## config.mk

```make
export PLATFORM = sky130hd
export DESIGN_NAME = susp_wake_ctrl
export DESIGN_NICKNAME = d
export VERILOG_FILES = /design/src/rtl/susp_pkg.sv /design/src/rtl/susp_sync.sv /design/src/rtl/susp_wake_detect.sv /design/src/rtl/susp_window_ctr.sv /design/src/rtl/susp_wake_ctrl.sv
export SDC_FILE = /design/constraint.sdc
export NUM_CORES = 1
export LEC_CHECK = 0
export ABC_AREA = 1
export BUFFER_PORTS_ARGS = -buffer_cell sky130_fd_sc_hd__buf_2
export CAP_MARGIN = 40
export CORE_MARGIN = 1.5
export CORE_UTILIZATION = 54
export DETAILED_ROUTE_END_ITERATION = 6
export PLACE_DENSITY = 0.78
export SYNTH_ARGS = -nofsm -noshare
export SYNTH_HDL_FRONTEND = slang
export SYNTH_SLANG_ARGS = --single-unit
```

## constraint.sdc

```tcl
create_clock -name clk_aon -period 1.8 [get_ports clk_aon]
set_input_delay 0.36 -clock clk_aon [delete_from_list [all_inputs] [get_ports clk_aon]]
set_output_delay 0.36 -clock clk_aon [all_outputs]
set_load 0.01 [all_outputs]
```

## src/rtl/susp_pkg.sv

```systemverilog
package susp_pkg;

    typedef enum logic [1:0] {
        PM_RUNNING   = 2'd0,
        PM_SUSPENDED = 2'd1,
        PM_RESUMING  = 2'd2
    } pm_state_e;

    // Synchronized resume sources, already qualified as events.
    typedef struct packed {
        logic attach_chg;
        logic cs_act;
        logic pin_low;
    } wake_src_t;

    localparam int unsigned WIN_WIDTH_DEF = 16;
    localparam int unsigned WIN_LSB_DEF   = 16;
    localparam int unsigned WIN_RESET_DEF = 1000;

    function automatic logic wake_hit(input wake_src_t src, input logic pin_armed);
        return src.attach_chg | src.cs_act | (src.pin_low & pin_armed);
    endfunction

endpackage

```

## src/rtl/susp_sync.sv

```systemverilog
module susp_sync #(
    parameter int unsigned        WIDTH   = 1,
    parameter int unsigned        STAGES  = 2,
    parameter logic [WIDTH-1:0]   RST_VAL = '0
) (
    input  logic             clk,
    input  logic             rst,
    input  logic [WIDTH-1:0] d,
    output logic [WIDTH-1:0] q
);

    logic [WIDTH-1:0] chain [STAGES];

    for (genvar g = 0; g < STAGES; g++) begin : g_stage
        always_ff @(posedge clk) begin
            if (rst) begin
                chain[g] <= RST_VAL;
            end else if (g == 0) begin
                chain[g] <= d;
            end else begin
                chain[g] <= chain[(g == 0) ? 0 : g-1];
            end
        end
    end

    assign q = chain[STAGES-1];

endmodule

```

## src/rtl/susp_wake_detect.sv

```systemverilog
module susp_wake_detect
    import susp_pkg::*;
#(
    parameter int unsigned SYNC_STAGES = 2
) (
    input  logic      clk,
    input  logic      rst,
    input  logic      attach_i,
    input  logic      cs_n_i,
    input  logic      wake_pin_i,
    output wake_src_t src_o
);

    localparam int unsigned NSRC = 3;

    logic [NSRC-1:0] raw_vec;
    logic [NSRC-1:0] syn_vec;
    logic            attach_prev;

    // bit 2: attach level, bit 1: chip select (active low), bit 0: wake line
    assign raw_vec = {attach_i, cs_n_i, wake_pin_i};

    susp_sync #(
        .WIDTH  (NSRC),
        .STAGES (SYNC_STAGES),
        .RST_VAL(3'b011)
    ) u_sync (
        .clk(clk),
        .rst(rst),
        .d  (raw_vec),
        .q  (syn_vec)
    );

    always_ff @(posedge clk) begin
        if (rst) begin
            attach_prev <= 1'b0;
        end else begin
            attach_prev <= syn_vec[2];
        end
    end

    always_comb begin
        src_o.attach_chg = syn_vec[2] ^ attach_prev;
        src_o.cs_act     = ~syn_vec[1];
        src_o.pin_low    = ~syn_vec[0];
    end

    // an attach change event lasts exactly one tick for one level change
    a_r5_attach_single: assert property (@(posedge clk) disable iff (rst)
        src_o.attach_chg |=> (attach_prev == $past(syn_vec[2])));

endmodule

```

## src/rtl/susp_window_ctr.sv

```systemverilog
module susp_window_ctr #(
    parameter int unsigned WIDTH = 16
) (
    input  logic             clk,
    input  logic             rst,
    input  logic             load,
    input  logic [WIDTH-1:0] load_val,
    input  logic             dec,
    output logic             expired
);

    logic [WIDTH-1:0] remain;

    always_ff @(posedge clk) begin
        if (rst) begin
            remain <= '0;
        end else if (load) begin
            remain <= load_val;
        end else if (dec) begin
            remain <= remain - 1'b1;
        end
    end

    assign expired = (remain == '0);

    // loading captures the programmed window length
    a_r7_load_value: assert property (@(posedge clk) disable iff (rst)
        (load) |=> (remain == $past(load_val)));

    // the counter never decrements below zero
    a_r7_no_underflow: assert property (@(posedge clk) disable iff (rst)
        !(dec && expired && !load));

endmodule

```

## src/rtl/susp_wake_ctrl.sv

```systemverilog
module susp_wake_ctrl
    import susp_pkg::*;
#(
    parameter int unsigned SYNC_STAGES = 2,
    parameter int unsigned WIN_WIDTH   = WIN_WIDTH_DEF,
    parameter int unsigned WIN_LSB     = WIN_LSB_DEF,
    parameter int unsigned WIN_RESET   = WIN_RESET_DEF
) (
    input  logic        clk_aon,
    input  logic        rst,
    input  logic        pdc_wr,
    input  logic [31:0] pdc_wdata,
    input  logic        cmd_run,
    input  logic        suspend_req,
    input  logic        attach_i,
    input  logic        cs_n_i,
    input  logic        wake_pin_i,
    output logic        wake_o,
    output logic        wake_oe,
    output logic        main_clk_en
);

    localparam int unsigned AGE_W = $clog2(SYNC_STAGES + 1);
    localparam logic [AGE_W-1:0] AGE_ARM = AGE_W'(SYNC_STAGES);
    localparam logic [WIN_WIDTH-1:0] WIN_INIT = WIN_WIDTH'(WIN_RESET);

    pm_state_e            state_q, state_d;
    wake_src_t            src;
    logic [WIN_WIDTH-1:0] win_len;
    logic [AGE_W-1:0]     susp_age;
    logic                 pin_armed;
    logic                 win_load;
    logic                 win_dec;
    logic                 win_expired;
    logic                 unused_low;

    // Power-down control word: window field only, other bits ignored
    always_ff @(posedge clk_aon) begin
        if (rst) begin
            win_len <= WIN_INIT;
        end else if (pdc_wr) begin
            win_len <= pdc_wdata[WIN_LSB +: WIN_WIDTH];
        end
    end

    assign unused_low = ^pdc_wdata[WIN_LSB-1:0];

    susp_wake_detect #(
        .SYNC_STAGES(SYNC_STAGES)
    ) u_detect (
        .clk       (clk_aon),
        .rst       (rst),
        .attach_i  (attach_i),
        .cs_n_i    (cs_n_i),
        .wake_pin_i(wake_pin_i),
        .src_o     (src)
    );

    susp_window_ctr #(
        .WIDTH(WIN_WIDTH)
    ) u_window (
        .clk     (clk_aon),
        .rst     (rst),
        .load    (win_load),
        .load_val(win_len),
        .dec     (win_dec),
        .expired (win_expired)
    );

    // Ticks spent in the current suspend period, saturating; the wake line
    // still carries the driven LOW through the synchronizer until armed.
    always_ff @(posedge clk_aon) begin
        if (rst || state_q != PM_SUSPENDED) begin
            susp_age <= '0;
        end else if (susp_age < AGE_ARM) begin
            susp_age <= susp_age + 1'b1;
        end
    end

    assign pin_armed = (susp_age >= AGE_ARM);

    always_comb begin
        state_d  = state_q;
        win_load = 1'b0;
        win_dec  = 1'b0;
        unique case (state_q)
            PM_RUNNING: begin
                if (suspend_req && !cmd_run) begin
                    state_d = PM_SUSPENDED;
                end
            end
            PM_SUSPENDED: begin
                if (wake_hit(src, pin_armed)) begin
                    state_d  = PM_RESUMING;
                    win_load = 1'b1;
                end
            end
            PM_RESUMING: begin
                if (cmd_run) begin
                    state_d = PM_RUNNING;
                end else if (win_expired) begin
                    state_d = PM_SUSPENDED;
                end else begin
                    win_dec = 1'b1;
                end
            end
            default: state_d = PM_RUNNING;
        endcase
    end

    always_ff @(posedge clk_aon) begin
        if (rst) begin
            state_q <= PM_RUNNING;
        end else begin
            state_q <= state_d;
        end
    end

    assign main_clk_en = (state_q != PM_SUSPENDED);
    assign wake_oe     = (state_q != PM_SUSPENDED);
    assign wake_o      = 1'b0;

    // a request with run clear enters suspend at the next edge
    a_r2_enter_suspend: assert property (@(posedge clk_aon) disable iff (rst)
        (state_q == PM_RUNNING && suspend_req && !cmd_run) |=> !main_clk_en && !wake_oe);

    // a request with run set leaves the block running
    a_r2_run_blocks: assert property (@(posedge clk_aon) disable iff (rst)
        (state_q == PM_RUNNING && cmd_run) |=> (state_q == PM_RUNNING));

    // with no qualified source the block stays suspended
    a_r3_stay_suspended: assert property (@(posedge clk_aon) disable iff (rst)
        (state_q == PM_SUSPENDED && !src.attach_chg && !src.cs_act && !(src.pin_low && pin_armed))
        |=> (state_q == PM_SUSPENDED));

    // a resume is only ever entered from suspend
    a_r6_resume_origin: assert property (@(posedge clk_aon) disable iff (rst)
        $rose(state_q == PM_RESUMING) |-> ($past(state_q) == PM_SUSPENDED));

    // run set during the window commits to running
    a_r9_commit: assert property (@(posedge clk_aon) disable iff (rst)
        (state_q == PM_RESUMING && cmd_run) |=> (state_q == PM_RUNNING) && main_clk_en);

    // expiry with run clear falls back to suspend
    a_r10_fallback: assert property (@(posedge clk_aon) disable iff (rst)
        (state_q == PM_RESUMING && !cmd_run && win_expired) |=> !main_clk_en && !wake_oe);

    // the wake line is never driven HIGH
    a_r1_drive_low: assert property (@(posedge clk_aon) disable iff (rst)
        wake_oe |-> !wake_o);

endmodule

```

[Word level (Yosys, flattened, before mapping)]
Memory sizes are Yosys's and may differ from the RTL's.
Index checks and enable logic that the tools add are counted.
Operators by class
  add/sub/neg operators: 2
  order comparisons: 2
  equal/unequal tests: 6
  mux-type cells: 17
  bitwise logic cells: 8
  reductions and logical operators: 7
Operator list (number)
  2-to-1 mux 16 bit: 2
  zero test 16 bit: 1
  subtractor 16 x 1 -> 16 bit, second input constant: 1
  2-to-1 mux 1 bit: 8
  2-to-1 mux 2 bit: 4
  2-to-1 mux 3 bit: 2
  one-hot mux 2 bit (3 select lines): 1
  inequality test 2 bit, second input constant: 2
  bitwise OR 1 bit: 4
  inequality test 3 x 2 -> 1 bit, second input constant: 1
  AND reduction 3 bit: 1
  adder 2 x 1 -> 2 bit, second input constant: 1
  == test 2 x 1 -> 1 bit, second input constant: 1
  == test 2 bit, second input constant: 1
  greater-or-equal comparator 2 bit, second input constant: 1
  zero test 2 bit: 1
  < comparator 2 bit, second input constant: 1
  inequality test 2 x 1 -> 1 bit, second input constant: 1
  inverter 1 bit: 2
  nonzero test 2 bit: 1
  bitwise AND 1 bit: 1
  logical AND 1 bit: 1
  zero test 1 bit: 1
  logical OR 1 bit: 1
  XOR 1 bit: 1
Word-level totals
  register bits: 37
  RAM bits: 6
  bits of input ports: 40
  output and inout bits: 3
  word-level logic and storage cells: 48
  memories kept: 1
Memory list
  u_detect.u_sync.chain: words 2, bits a word 3, rd ports 2, clocked after Yosys merged registers in 0, write ports 2, line susp_sync.sv:12  | logic [WIDTH-1:0] chain [STAGES];

[Longest topological paths before layout]
Gate-level depths: netlist of the first run.
An unclocked memory read counts as a cell.
  word-level depth: 7
  mapped depth: 11
  depth with buffers taken out: 11

[Hierarchy]
From an unflattened synthesis of the first run, not the netlist that was laid out.
Unflattened totals
  cell total of the unflattened synthesis: 304
  area, all modules: 2112.0 um^2
Modules (own cells, without submodules)
  susp_window_ctr: instances 1, cells each 174, area each 1114.8 um^2, seq. area each 320.3 um^2
  susp_wake_ctrl: instances 1, cells each 102, area each 778.2 um^2, seq. area each 400.4 um^2
  susp_sync: instances 1, cells each 19, area each 168.9 um^2, seq. area each 120.1 um^2
  susp_wake_detect: instances 1, cells each 9, area each 50.0 um^2, seq. area each 20.0 um^2

[Least setup slack after synthesis of the first run]
Ideal clock, no wire load.
  path kind: flip-flop to flip-flop
  start point: register u_window.remain[0]
  end point: register u_window.remain[3]
  setup time: 0.115 ns
  data arrival time: 1.382 ns
  required time: 1.685 ns
  path slack: 0.304 ns
  stages on the path, launching flop included: 11
  path buffers: 1
  period minus slack after synthesis: 1.496 ns
  cells stage by stage: dfxtp_1 > inv_1 > ha_1 > nand3_4 > nor2_2 > nand2_2 > nand2_4 > nand2_4 > buf_6 > o21ai_1 > nor2_1
On the way
  cells in the longest elaborated chain, start to end: 5
  elaborated cells on any way between the ends: 8
  those cells by class: add/sub (1); mux (5); reduce/logical (2)
RTL lines
  from (decl): line susp_window_ctr.sv:12  | logic [WIDTH-1:0] remain;
  from (signal assigned): line susp_window_ctr.sv:18  | remain <= load_val;
  from (signal assigned): line susp_window_ctr.sv:20  | remain <= remain - 1'b1;
  parallel branches: the longest is 5 deep, another holds subtractor 16 x 1 -> 16 bit
Parallel ways; which one is timed is not known. The select of a mux whose other input is x is not followed.
A chain may end at the register's enable or synchronous reset.

[Worst setup path in the final report of the first run]
  start point: register state_q[0]
  end point: output wake_oe
On the way
  cells in the longest elaborated chain, start to end: 1
RTL lines
  from (decl): line susp_wake_ctrl.sv:27  | pm_state_e state_q, state_d;
  from (signal assigned): line susp_wake_ctrl.sv:115  | state_q <= state_d;
  inequality test 2 x 1 -> 1 bit: line susp_wake_ctrl.sv:120  | assign wake_oe = (state_q != PM_SUSPENDED);
  to (decl): line susp_wake_ctrl.sv:19  | output logic wake_oe,
No other way between the ends.

==> run metrics, run 1 <==
outcome=finished, final reports clean; pre-CTS setup slack=123 ps; Post-Place Cells=391; Setup-failing EPs final=0; worst hold path type=in2reg; Synth async-reset ratio=0%; cells on worst reg2reg path=10; Port Buf Inserts=25; Worst VDD drop=0.689 mV; DRT Pass-1 Iters=4; CTS tree=built; Comb power frac=24.0%; clk_lat worst skew=300 ps; total CTS buffers=5; Final Worst Setup Slack=161 ps; hold endpoint=u_detect.u_sync.chain[0][0]$_SDFF_PP1_; Critical Path Slowest Stage Cell=dfxtp_1; Buf/Inv on CP=4; # hold bufs at CTS=0; Yosys reg bits=43; Synth Instances=325; Leak=1.23 nW; Worst R2R End=u_window.remain[5]$_SDFFE_PP0P_; Worst Setup End Kind=output port; Synthesis Warnings=0; largest net degree at the start of global routing=27; Bufs on Longest Clock Path=2; clock tree root driver cell=clkbuf_8; reg2reg start=u_window.remain[0]$_SDFFE_PP0P_; sequential area share after synthesis=39.8%; vias in the first global route=1829; Fin. Hold Viols=0; switching share of power=31.8%; worst hold stages=2; CP cell instances=inv_1 > nor2_2 > buf_4 > inv_1 > buf_2; fmax=0.610 GHz; Iter 0 DRT Violations=148; crit-path max cell delay=360 ps; startpoint types=flop; Synth cell types=29; crit-path leading delay family=buffers and inverters; Final period util=91.1%; Tmin final=1640 ps; most frequent cell after synthesis=nand2_1; Total Routing Usage GR=22.9%; net switching power=691 uW; GR Overflow Total=0; Area Overhead vs Synth=12.3%; worst path arrival time=1280 ps; post-route ant nets=0; P per Cell Area=895 nW/um^2; Area contributors post-synth=dfxtp_1 (40%), nand2_1 (11%), nor2_1 (11%), nand3_1 (7.9%), inv_1 (6.1%); Routed WL per cell=11.0 um; # rows=22; min-delay src=wake_pin_i; drc violations=0; crit path max fanout=13; Post-synth EDFFs=0; r2r setup slk=210 ps; I/O pin count=43; Crit Path Category=reg2out; Slew Limit Fails=0; post-CTS setup buffer count=0; setup TNS=0 ps; # nets final=392; chip width=66.3 um; Worst Skew=6.05 ps; Synth top area share=39.8%; Finished Layout Cells=399; # H-tree levels=2; clock-pin slew on the worst setup and hold paths=80 ps; routability cong.=0.848; DR vias/cell=5.04; CP Data Required Time=1440 ps; layout cells sized above 1=16.5%; area leader, netlist=dfxtp_1; global-route wire length before repair=7760 um; TritonCTS Sinks=43; Initial Utilization=57.8%; Die Span Y=66.3 um; RSZ-0062 raised after global routing=false; most frequent CP cell=inv_1; max cap viols=0; core outline area=3740 um^2; mapped cell area=2160 um^2; die area=4390 um^2; WL final=4390 um; vias=2011; clock power share=27.9%; Most used DFF post-synth=dfxtp_1; Antenna Diode Count=0; Post-synth top cells=nand2_1 (66), nor2_1 (63), dfxtp_1 (43); initial antenna violation count=0; Final HPWL DP=3160 um; syn avg cell area=6.65 um^2; syn_nets=367; register share of total power=48.2%; internal power=1.48 mW
==> routing by layer <==
metal / track usage [%] / routed length (um) / share of wire [%]
met1: 30.0 / 2160 / 49
met2: 36.6 / 1990 / 45
met3: 5.28 / 179 / 4.1
met4: 8.67 / 63 / 1.4
met5: 0 / 0 / 0
==> cell families (layout without fill, tap and decap cells) <==
group                      Yosys count  after routing  share of synthesized area (%)
adders and majority gates            2              2                           1.16
and+or+nand+nor                    182            182                           36.7
AOI/OAI and AO/OA                   41             41                           9.72
other                                1              1                          0.173
buffers and inverters               51             77                           10.4
DFF                                 43             43                           39.8
xor gates and xnor gates             5              5                           2.03
==> state kept, by name, summed over array words and instances, names as in the netlist <==
register and cells:
susp_age 2, u_detect.u_sync.chain 6, state_q 2, win_len 16, u_window.remain 16, u_detect.attach_prev 1
==> repair_timing <==
action	CTS	global route
hold endpoints to repair	0	0
endpoints found under the setup margin	0	6
resized for setup	0	3
==> worst register-to-register path, delay by kind of cell (launching register included) <==
family | cells | cell delay, ps
compound gates | 1 | 140
simple gates | 6 | 630
fa+ha+maj | 1 | 170
flops | 1 | 340
buf+inv | 2 | 250
==> placed cells by master, fill, tap and decap left out <==
cell and count:
clkinv_4 1, a211oi_1 1, nand3b_1 1, nand4_1 2, o21ai_1 4, nor2_2 5, a21oi_1 11, clkbuf_8 5
conb_1 1, buf_2 25, o21ai_0 24, inv_2 3, inv_1 34, nor2_1 63, dfxtp_1 43, nand2_1 66
nand3_1 34, nand2_4 2, xnor2_1 2, nand3_4 1, clkinvlp_4 2, nand2_2 2, clkinv_2 1, ha_4 1
buf_12 1, nor3_1 2, ha_1 1, or2_2 4, buf_4 5, xor2_1 3, o21bai_1 1
==> through the flow <==
stage,hold WS [ps],utilization [%],power (mW),area [um^2]
6_report,237,64.9,2.17,2430
4_1_cts,233,64.5,2.18,2420
2_1_floorplan,388,-,1.47,2160
5_1_grt,228,64.9,2.32,2430
3_3_place_gp,391,62.2,1.57,2330
3_5_place_dp,393,62.2,1.58,2330
==> power groups by stage <==
stage / clock network (mW) / logic [mW] / registers [mW]
final: 0.605 / 0.521 / 1.05
after global routing: 0.655 / 0.608 / 1.06
after CTS: 0.617 / 0.512 / 1.05
after detailed placement: 0 / 0.508 / 1.07
after global placement: 0 / 0.498 / 1.07
after floorplan: 0 / 0.411 / 1.06
==> cell type report <==
cell class | instances | area (um^2)
sequential | 43 | 861
multi-input combinational | 231 | 1090
tap | 48 | 60.1
inverter | 38 | 148
timing repair buffer | 31 | 183
clock buffer | 5 | 68.8
clock inverter | 3 | 20.0
fill | 356 | 1320
==> worst max path at each step <==
stage	from	end	cells past startpoint
floorplan	u_window.remain[0]$_SDFFE_PP0P_	u_window.remain[3]$_SDFFE_PP0P_	10
global placement	u_window.remain[0]$_SDFFE_PP0P_	u_window.remain[11]$_SDFFE_PP0P_	11
detailed placement	u_window.remain[0]$_SDFFE_PP0P_	u_window.remain[11]$_SDFFE_PP0P_	11
CTS	u_window.remain[0]$_SDFFE_PP0P_	u_window.remain[11]$_SDFFE_PP0P_	11
global route	susp_age[0]$_SDFFE_PP0N_	u_window.remain[15]$_SDFFE_PP0P_	10
finish	state_q[0]$_SDFFE_PP0P_	wake_oe	5
Power figures use the tool's default switching activity.
==> inputs of run 2 (changes only) <==
- BUFFER_PORTS_ARGS: -buffer_cell sky130_fd_sc_hd__buf_2 -> -buffer_cell sky130_fd_sc_hd__buf_4
- PLACE_DENSITY: 0.78 -> 0.79
- SYNTH_HIERARCHICAL: unset -> 1
- clock period: 1.8 -> 1.7 ns (I/O delays scaled with it)
==> run 2 against run 1 <==
- the flow now finishes with violations (setup timing)
- sequential power up 4%
- via count rose by 11%
- power increased by 7.6%
- setup slack got worse by 450 ps
- clock skew barely moved
- final area grew 20%
- largest power group unchanged
- hold slack worse by 15 ps
- register-to-register slack worse by 500 ps
- largest cell class unchanged
- die area decreased by 2.2%
- sequential cell count did not move
==> run metrics, run 2 <==
largest family of logic cells by synthesized area=simple AND/OR/NAND/NOR gates; Slew Limit Fails=0 (unchanged); Routed WL per cell=12.9 um (+17%); Final Worst Setup Slack=-289 ps (-450 ps); Tmin final=1990 ps; Post-synth EDFFs=0 (unchanged); Area contributors post-synth=dfxtp_1 (41%), nand2_1 (12%), nor2_1 (8.4%), inv_1 (7.1%), nand3_1 (4.7%); Comb power frac=23.8% (-0.2 points); syn avg cell area=6.95 um^2 (+4.4%); chip width=65.5 um (-1.1%); most frequent cell after synthesis=nand2_1; worst hold path type=in2reg; total CTS buffers=5 (unchanged); Fin. Hold Viols=0 (unchanged); Layout fillers=266 (-25%); Post-synth top cells=nand2_1 (65), nor2_1 (47), dfxtp_1 (43); Post-Synth XOR/XNOR Area=2.01% (-0.011 points); clk_lat worst skew=290 ps (about the same); max cap viols=0 (unchanged); GR Overflow Total=0 (unchanged); Antenna Diode Count=0 (unchanged); Worst Setup End Kind=flop; clock power share=29.5% (+1.6 points); DRT Pass-1 Iters=5 (+1); internal power=1.65 mW (+11%); crit path max fanout=9 (-4); compound-cell area share of the yosys netlist=12.6% (+2.8 points); Initial Utilization=56.8% (-0.92 points); Min Hold Slack=222 ps (-14.9 ps); WL final=5470 um (+24%); Worst Skew=5.87 ps (-0.173 ps); register share of total power=46.7% (-1.5 points); switching share of power=29.6% (-2.2 points); Setup-failing EPs final=16 (+16); DR vias/cell=5.25 (+4.1%); sequential area share after synthesis=40.8% (+0.94 points); Iter 0 DRT Violations=165 (+11%); Worst VDD drop=0.843 mV (+22%); # rows=22 (unchanged); post-route ant nets=0 (unchanged); net switching power=692 uW (+0.18%); Most used DFF post-synth=dfxtp_1; I/O pin count=43 (unchanged); P per Cell Area=800 nW/um^2 (-11%); Total Routing Usage GR=26.4% (+3.5 points); # nets final=417 (+6.4%); TritonCTS Sinks=43 (unchanged); most frequent cells in the layout=buf_4 (68), nand2_1 (56), nor2_1 (46); worst path arrival time=2170 ps (+890 ps); vias=2225 (+11%); Bufs on Longest Clock Path=2 (unchanged); Yosys reg bits=43 (unchanged); area leader, netlist=dfxtp_1; Port Buf Inserts=25 (unchanged); core outline area=3720 um^2 (-0.74%); syn_nets=346 (-5.7%); outcome=finished, violations left; CP Data Required Time=1880 ps (+440 ps); Crit Path Category=reg2reg; Finished Layout Cells=424 (+6.3%); Top Registers=u_window/remain (16), win_len (16), u_detect/u_sync/chain (6); post-synthesis simple-gate area fraction=31.6% (-5.1 points); initial antenna violation count=0 (unchanged); Synth async-reset ratio=0% (unchanged); Synth top area share=40.8% (+0.94 points); pre-CTS setup slack=-301 ps (-424 ps); adder-cell share of the synthesized area=1.18% (+0.027 points); Synth Instances=304 (-6.5%); clock tree root driver cell=clkbuf_8; layout cells sized above 1=35.4% (+19 points); Synthesis Warnings=6 (+6); Post-Place Cells=409 (+4.6%); failing checks=setup timing; total power=2.34 mW (+7.6%); setup TNS=-3560 ps (-3560 ps); # H-tree levels=2 (unchanged); mapped cell area=2110 um^2 (-2.3%); CTS tree=built; Synth cell types=30 (+3.4%); global-route wire length before repair=8770 um (+13%); Area Overhead vs Synth=38.5%; post-synthesis mux area share=0% (unchanged); # hold bufs at CTS=0 (unchanged); fmax=0.503 GHz; die area=4300 um^2 (-2.2%); Leak=1.42 nW (+15%); most common cell after layout, fill and taps aside=buf_4; routability cong.=0.892 (+5.2%); largest net degree at the start of global routing=23 (-15%); clock-pin slew on the worst setup and hold paths=90 ps (about the same); drc violations=0 (unchanged); RSZ-0062 raised after global routing=true; Final HPWL DP=3660 um (+16%); vias in the first global route=1998 (+9.2%); startpoint types=flop; Final period util=117%; Die Span Y=65.5 um (-1.1%)
[run 2: cell count changes after synthesis, moves of 3 or more]
| cell | delta |
|---|---|
| inv_2 | +4 |
| o21ai_1 | -4 |
| nand3_1 | -14 |
| o21ai_0 | -5 |
| or2_2 | -4 |
| inv_1 | +5 |
| clkbuf_1 | -4 |
| a31oi_1 | +5 |
| nor2_2 | +3 |
| a22oi_1 | +8 |
| nor2_1 | -16 |
[run 2: power by group through the flow]
stage	registers [mW]	logic (mW)	clock network [mW]
after floorplan	1.11	0.299	0
after global placement	1.11	0.460	0
after detailed placement	1.11	0.471	0
after CTS	1.09	0.499	0.697
after global routing	1.10	0.610	0.744
final	1.09	0.556	0.690
[run 2: stage by stage]
| step | util (%) | instance area [um^2] |
|---|---|---|
| 5_1_grt | 78.7 | 2930 |
| 6_report | 78.7 | 2930 |
| 3_5_place_dp | 71.3 | 2650 |
| 3_3_place_gp | 71.3 | 2650 |
| 2_1_floorplan | - | 2160 |
| 4_1_cts | 75.6 | 2810 |
[run 2: worst paths after layout]
path | start | end | slack (ps) | cells after the start
setup reg to reg | u_window/remain[0]$_SDFFE_PP0P_ | u_window/remain[9]$_SDFFE_PP0P_ | -290 | 17
setup / recovery | u_window/remain[0]$_SDFFE_PP0P_ | u_window/remain[9]$_SDFFE_PP0P_ | -290 | 17
hold reg to reg | u_detect/u_sync/chain[0][2]$_SDFF_PP0_ | u_detect/u_sync/chain[1][2]$_SDFF_PP0_ | 410 | 2
hold / removal | cs_n_i | u_detect/u_sync/chain[0][1]$_SDFF_PP1_ | 220 | 3
[run 2: metal layers]
| metal | GRT usage, % | wire length [um] | up-vias |
|---|---|---|---|
| li1 | - | - | 1097 |
| met1 | 32.2 | 2340 | 1030 |
| met2 | 45.0 | 2680 | 82 |
| met3 | 5.82 | 298 | 16 |
| met4 | 10.7 | 143 | 0 |
| met5 | 0 | 0 | - |
[run 2: cells by family after synthesis]
group | Yosys count
xor gates and xnor gates | 4
DFF | 43
other | 1
adders and majority gates | 2
buffers and inverters | 56
AOI/OAI and AO/OA | 46
and+or+nand+nor | 152
[run 2: final cells by class]
| class | count | area (um^2) | share of cell area (%) |
|---|---|---|---|
| clock buffers | 6 | 82.6 | 2.82 |
| repair buffers | 74 | 578 | 19.8 |
| flip-flops and latches | 43 | 863 | 29.5 |
| well taps | 48 | 60.1 | 2.05 |
| inverters | 46 | 183 | 6.24 |
| clock inverters | 2 | 16.3 | 0.556 |
| multi-input cells | 205 | 1140 | 39.1 |
[run 2: critical path: stages, from the launching register on]
cell and delay [ps]:
dfxtp_2 330, inv_4 60, ha_4 140, nand2_4 50, nor2_4 90, nand2_2 90
nor2_4 110, nand2_2 60, nor4_2 150, nor2_1 70, nand3_1 120, inv_2 100
nand2_4 110, inv_8 50, nand4_1 90, nand2_1 70, nor2_1 130, nor2_1 60
[run 2: repair_timing]
action	in CTS	in global routing
pin swaps	4	13
buffers inserted	3	5
setup endpoints to repair	16	18
resized for setup	13	24
==> inputs of run 3 (changes only) <==
- ABC_AREA: 1 -> unset
- CORE_UTILIZATION: 54 -> 53
- PLACE_DENSITY: 0.79 -> 0.78
==> run 3 against run 2 <==
- first-iteration DRC count down 75%
- sequential power barely moved
- the run still ends with setup timing left
- non-clock buffer count down 21
- synthesized area is 9.7% lower
==> run metrics, run 3 <==
outcome=finished, violations left; failing checks=setup timing; min-delay src=cs_n_i; Comb power frac=18.3% (-5.5 points); worst path arrival time=2750 ps (+580 ps); P per Cell Area=795 nW/um^2 (-0.63%); final core occ=74.8% (-3.9 points); layout cells sized above 1=40.2% (+4.8 points); DRT Pass-1 Iters=4 (-1); total CTS buffers=5 (unchanged); area occupied by multi-input gates=1100 um^2 (-3.7%); clock tree root driver cell=clkbuf_4; Synthesis Warnings=6 (unchanged); r2r setup slk=-770 ps (-480 ps); most frequent cells in the layout=buf_4 (49), dfxtp_1 (40), nor2_1 (24); Routed WL per cell=15.0 um (+17%); # rows=21 (-4.5%); Crit Path Category=reg2reg; worst hold path type=in2reg; clk_lat worst skew=350 ps (+60 ps); Final period util=145% (+28 points); Final Worst Setup Slack=-773 ps (-484 ps); initial antenna violation count=0 (unchanged); I/O pin count=43 (unchanged); chip width=63 um (-3.9%); design area=2530 um^2 (-13%); vias in the first global route=1566 (-22%); Total Routing Usage GR=21.8% (-4.6 points); Fin. Hold Viols=0 (unchanged); Synth Instances=194 (-36%); Initial Utilization=56.3% (-0.54 points); fmax=0.404 GHz (-20%); Antenna Diode Count=0 (unchanged); clock-pin slew on the worst setup and hold paths=130 ps (+40 ps); Port Buf Inserts=25 (unchanged); reg2reg start=u_window/remain[5]$_SDFFE_PP0P_; most frequent CP cell=or4b_4; Slew Limit Fails=0 (unchanged); worst hold stages=2 (-1); Worst R2R End=u_window/remain[9]$_SDFFE_PP0P_; vias=1597 (-28%); Die Span Y=63 um (-3.9%); Worst VDD drop=0.643 mV (-24%); largest net degree at the start of global routing=43 (+87%); Most used DFF post-synth=dfxtp_1; cells on worst reg2reg path=8 (-9); syn_nets=236 (-32%); mapped cell area=1910 um^2 (-9.7%); Synth top area share=45.1% (+4.4 points); Iter 0 DRT Violations=42 (-75%); placed cell area=2280 um^2 (-14%); Layout fillers=251 (-5.6%); clock power share=27.8% (-1.7 points); Setup-failing EPs final=18 (+2); hold endpoint=u_detect/u_sync/chain[0][1]$_SDFF_PP1_; # nets final=285 (-32%); area leader, netlist=dfxtp_1; crit path max fanout=8 (-1); Post-Place Cells=281 (-31%); WL final=4360 um (-20%); Top Registers=u_window/remain (16), win_len (16), u_detect/u_sync/chain (6); global-route wire length before repair=6770 um (-23%); die area=3970 um^2 (-7.6%); GR Overflow Total=0 (unchanged); Yosys reg bits=43 (unchanged); crit-path max cell delay=530 ps (+200 ps); internal power=1.49 mW (-9.7%); total power=2.01 mW (-14%); switching share of power=26.1% (-3.5 points); max cap viols=0 (unchanged); sequential area share after synthesis=45.1% (+4.4 points); Worst Skew=13.5 ps (+7.66 ps); drc violations=0 (unchanged); core outline area=3390 um^2 (-8.8%); post-route ant nets=0 (unchanged); Final HPWL DP=2720 um (-26%); area taken by flip-flops and latches=865 um^2 (+0.14%); Finished Layout Cells=290 (-32%); Area Overhead vs Synth=32.9%; Synth async-reset ratio=0% (unchanged); DR vias/cell=5.51 (+4.9%); startpoint types=flop; routability cong.=0.769 (-14%); CTS tree=built; Area contributors post-synth=dfxtp_1 (45%), mux2i_1 (5.2%), nor2_1 (4.9%), xnor2_1 (4.1%), a211oi_1 (3.1%); TritonCTS Sinks=43 (unchanged); Synth cell types=44 (+47%); most frequent cell after synthesis=dfxtp_1; # H-tree levels=2 (unchanged); net switching power=526 uW (-24%); Leak=1.05 nW (-26%); RSZ-0062 raised after global routing=true; Bufs on Longest Clock Path=2 (unchanged); most common cell after layout, fill and taps aside=buf_4; CP cell instances=or4_4 > or4b_4 > nor3_4 > nor4b_4 > or4b_4 > nor4_4 > xnor2_1 > a211oi_2; CP Data Required Time=1970 ps (+90 ps); Critical Path Slowest Stage Cell=or4_4; Post-synth EDFFs=0 (unchanged); Post-synth top cells=dfxtp_1 (43), nor2_1 (25), mux2i_1 (10); Worst Setup End Kind=flop; syn avg cell area=9.84 um^2 (+42%); register share of total power=54.0% (+7.3 points); Tmin final=2470 ps (+484 ps)
==> run 3: per-stage QoR <==
step	TNS [ps]	setup slack (ps)	hold slack [ps]
2_1_floorplan	-12220	-831	383
3_3_place_gp	-10380	-691	393
3_5_place_dp	-12200	-827	393
4_1_cts	-12710	-829	143
5_1_grt	-12960	-842	143
6_report	-11660	-773	157
==> run 3: metal layers <==
metal	vias up	GRT usage [%]	share of wire, %
met2	49	36.3	52
met1	766	26.5	42
li1	776	-	-
met3	6	6.67	4.7
met4	0	8.06	1.2
met5	-	0	0
==> run 3: layout make-up <==
class | count | area share (%)
clock buffer | 8 | 2.71
inverter | 6 | 0.888
multi-input combinational | 134 | 43.4
sequential | 43 | 34.1
tap | 46 | 2.27
timing repair buffer | 53 | 16.6
==> run 3: power by group through the flow <==
stage | Combinational [mW] | Sequential, mW | Clock (mW)
3_3_place_gp | 0.297 | 1.11 | 0
4_1_cts | 0.336 | 1.09 | 0.571
2_1_floorplan | 0.194 | 1.11 | 0
3_5_place_dp | 0.311 | 1.11 | 0
5_1_grt | 0.395 | 1.09 | 0.614
6_report | 0.368 | 1.09 | 0.559
==> run 3: timing repair <==
item                                    in CTS  in global routing
pin swaps                                   21                 12
gates resized for setup                     12                 26
hold buffers                                 0                  0
endpoints found under the setup margin      18                 18
setup buffers                                2                  3
==> run 3: kinds of logic after synthesis <==
logic type	Yosys count	synth area share [%]
XOR/XNOR	13	5.97
adder cells (fa/ha/maj)	2	1.31
multiplexers	10	5.25
AO/OA/AOI/OAI	33	12.7
buffers and inverters	17	5.57
other	1	0.197
flip-flops	43	45.1
AND/OR/NAND/NOR	75	23.9
==> run 3: worst max-delay path, delay by kind of cell (launching register included) <==
kind / cells / cell delay, ps
AOI/OAI and AO/OA: 1 / 210
xor gates and xnor gates: 1 / 140
DFF: 1 / 340
and+or+nand+nor: 6 / 1700
==> run 3: worst max path at each step <==
stage | from | end | cells after the start
4_1_cts | u_window/remain[5]$_SDFFE_PP0P_ | u_window/remain[9]$_SDFFE_PP0P_ | 9
5_1_grt | u_window/remain[5]$_SDFFE_PP0P_ | u_window/remain[9]$_SDFFE_PP0P_ | 8
6_report | u_window/remain[5]$_SDFFE_PP0P_ | u_window/remain[9]$_SDFFE_PP0P_ | 8
3_5_place_dp | u_window/remain[5]$_SDFFE_PP0P_ | u_window/remain[9]$_SDFFE_PP0P_ | 9
2_1_floorplan | u_window/remain[3]$_SDFFE_PP0P_ | u_window/remain[7]$_SDFFE_PP0P_ | 9
3_3_place_gp | u_window/remain[5]$_SDFFE_PP0P_ | u_window/remain[5]$_SDFFE_PP0P_ | 9
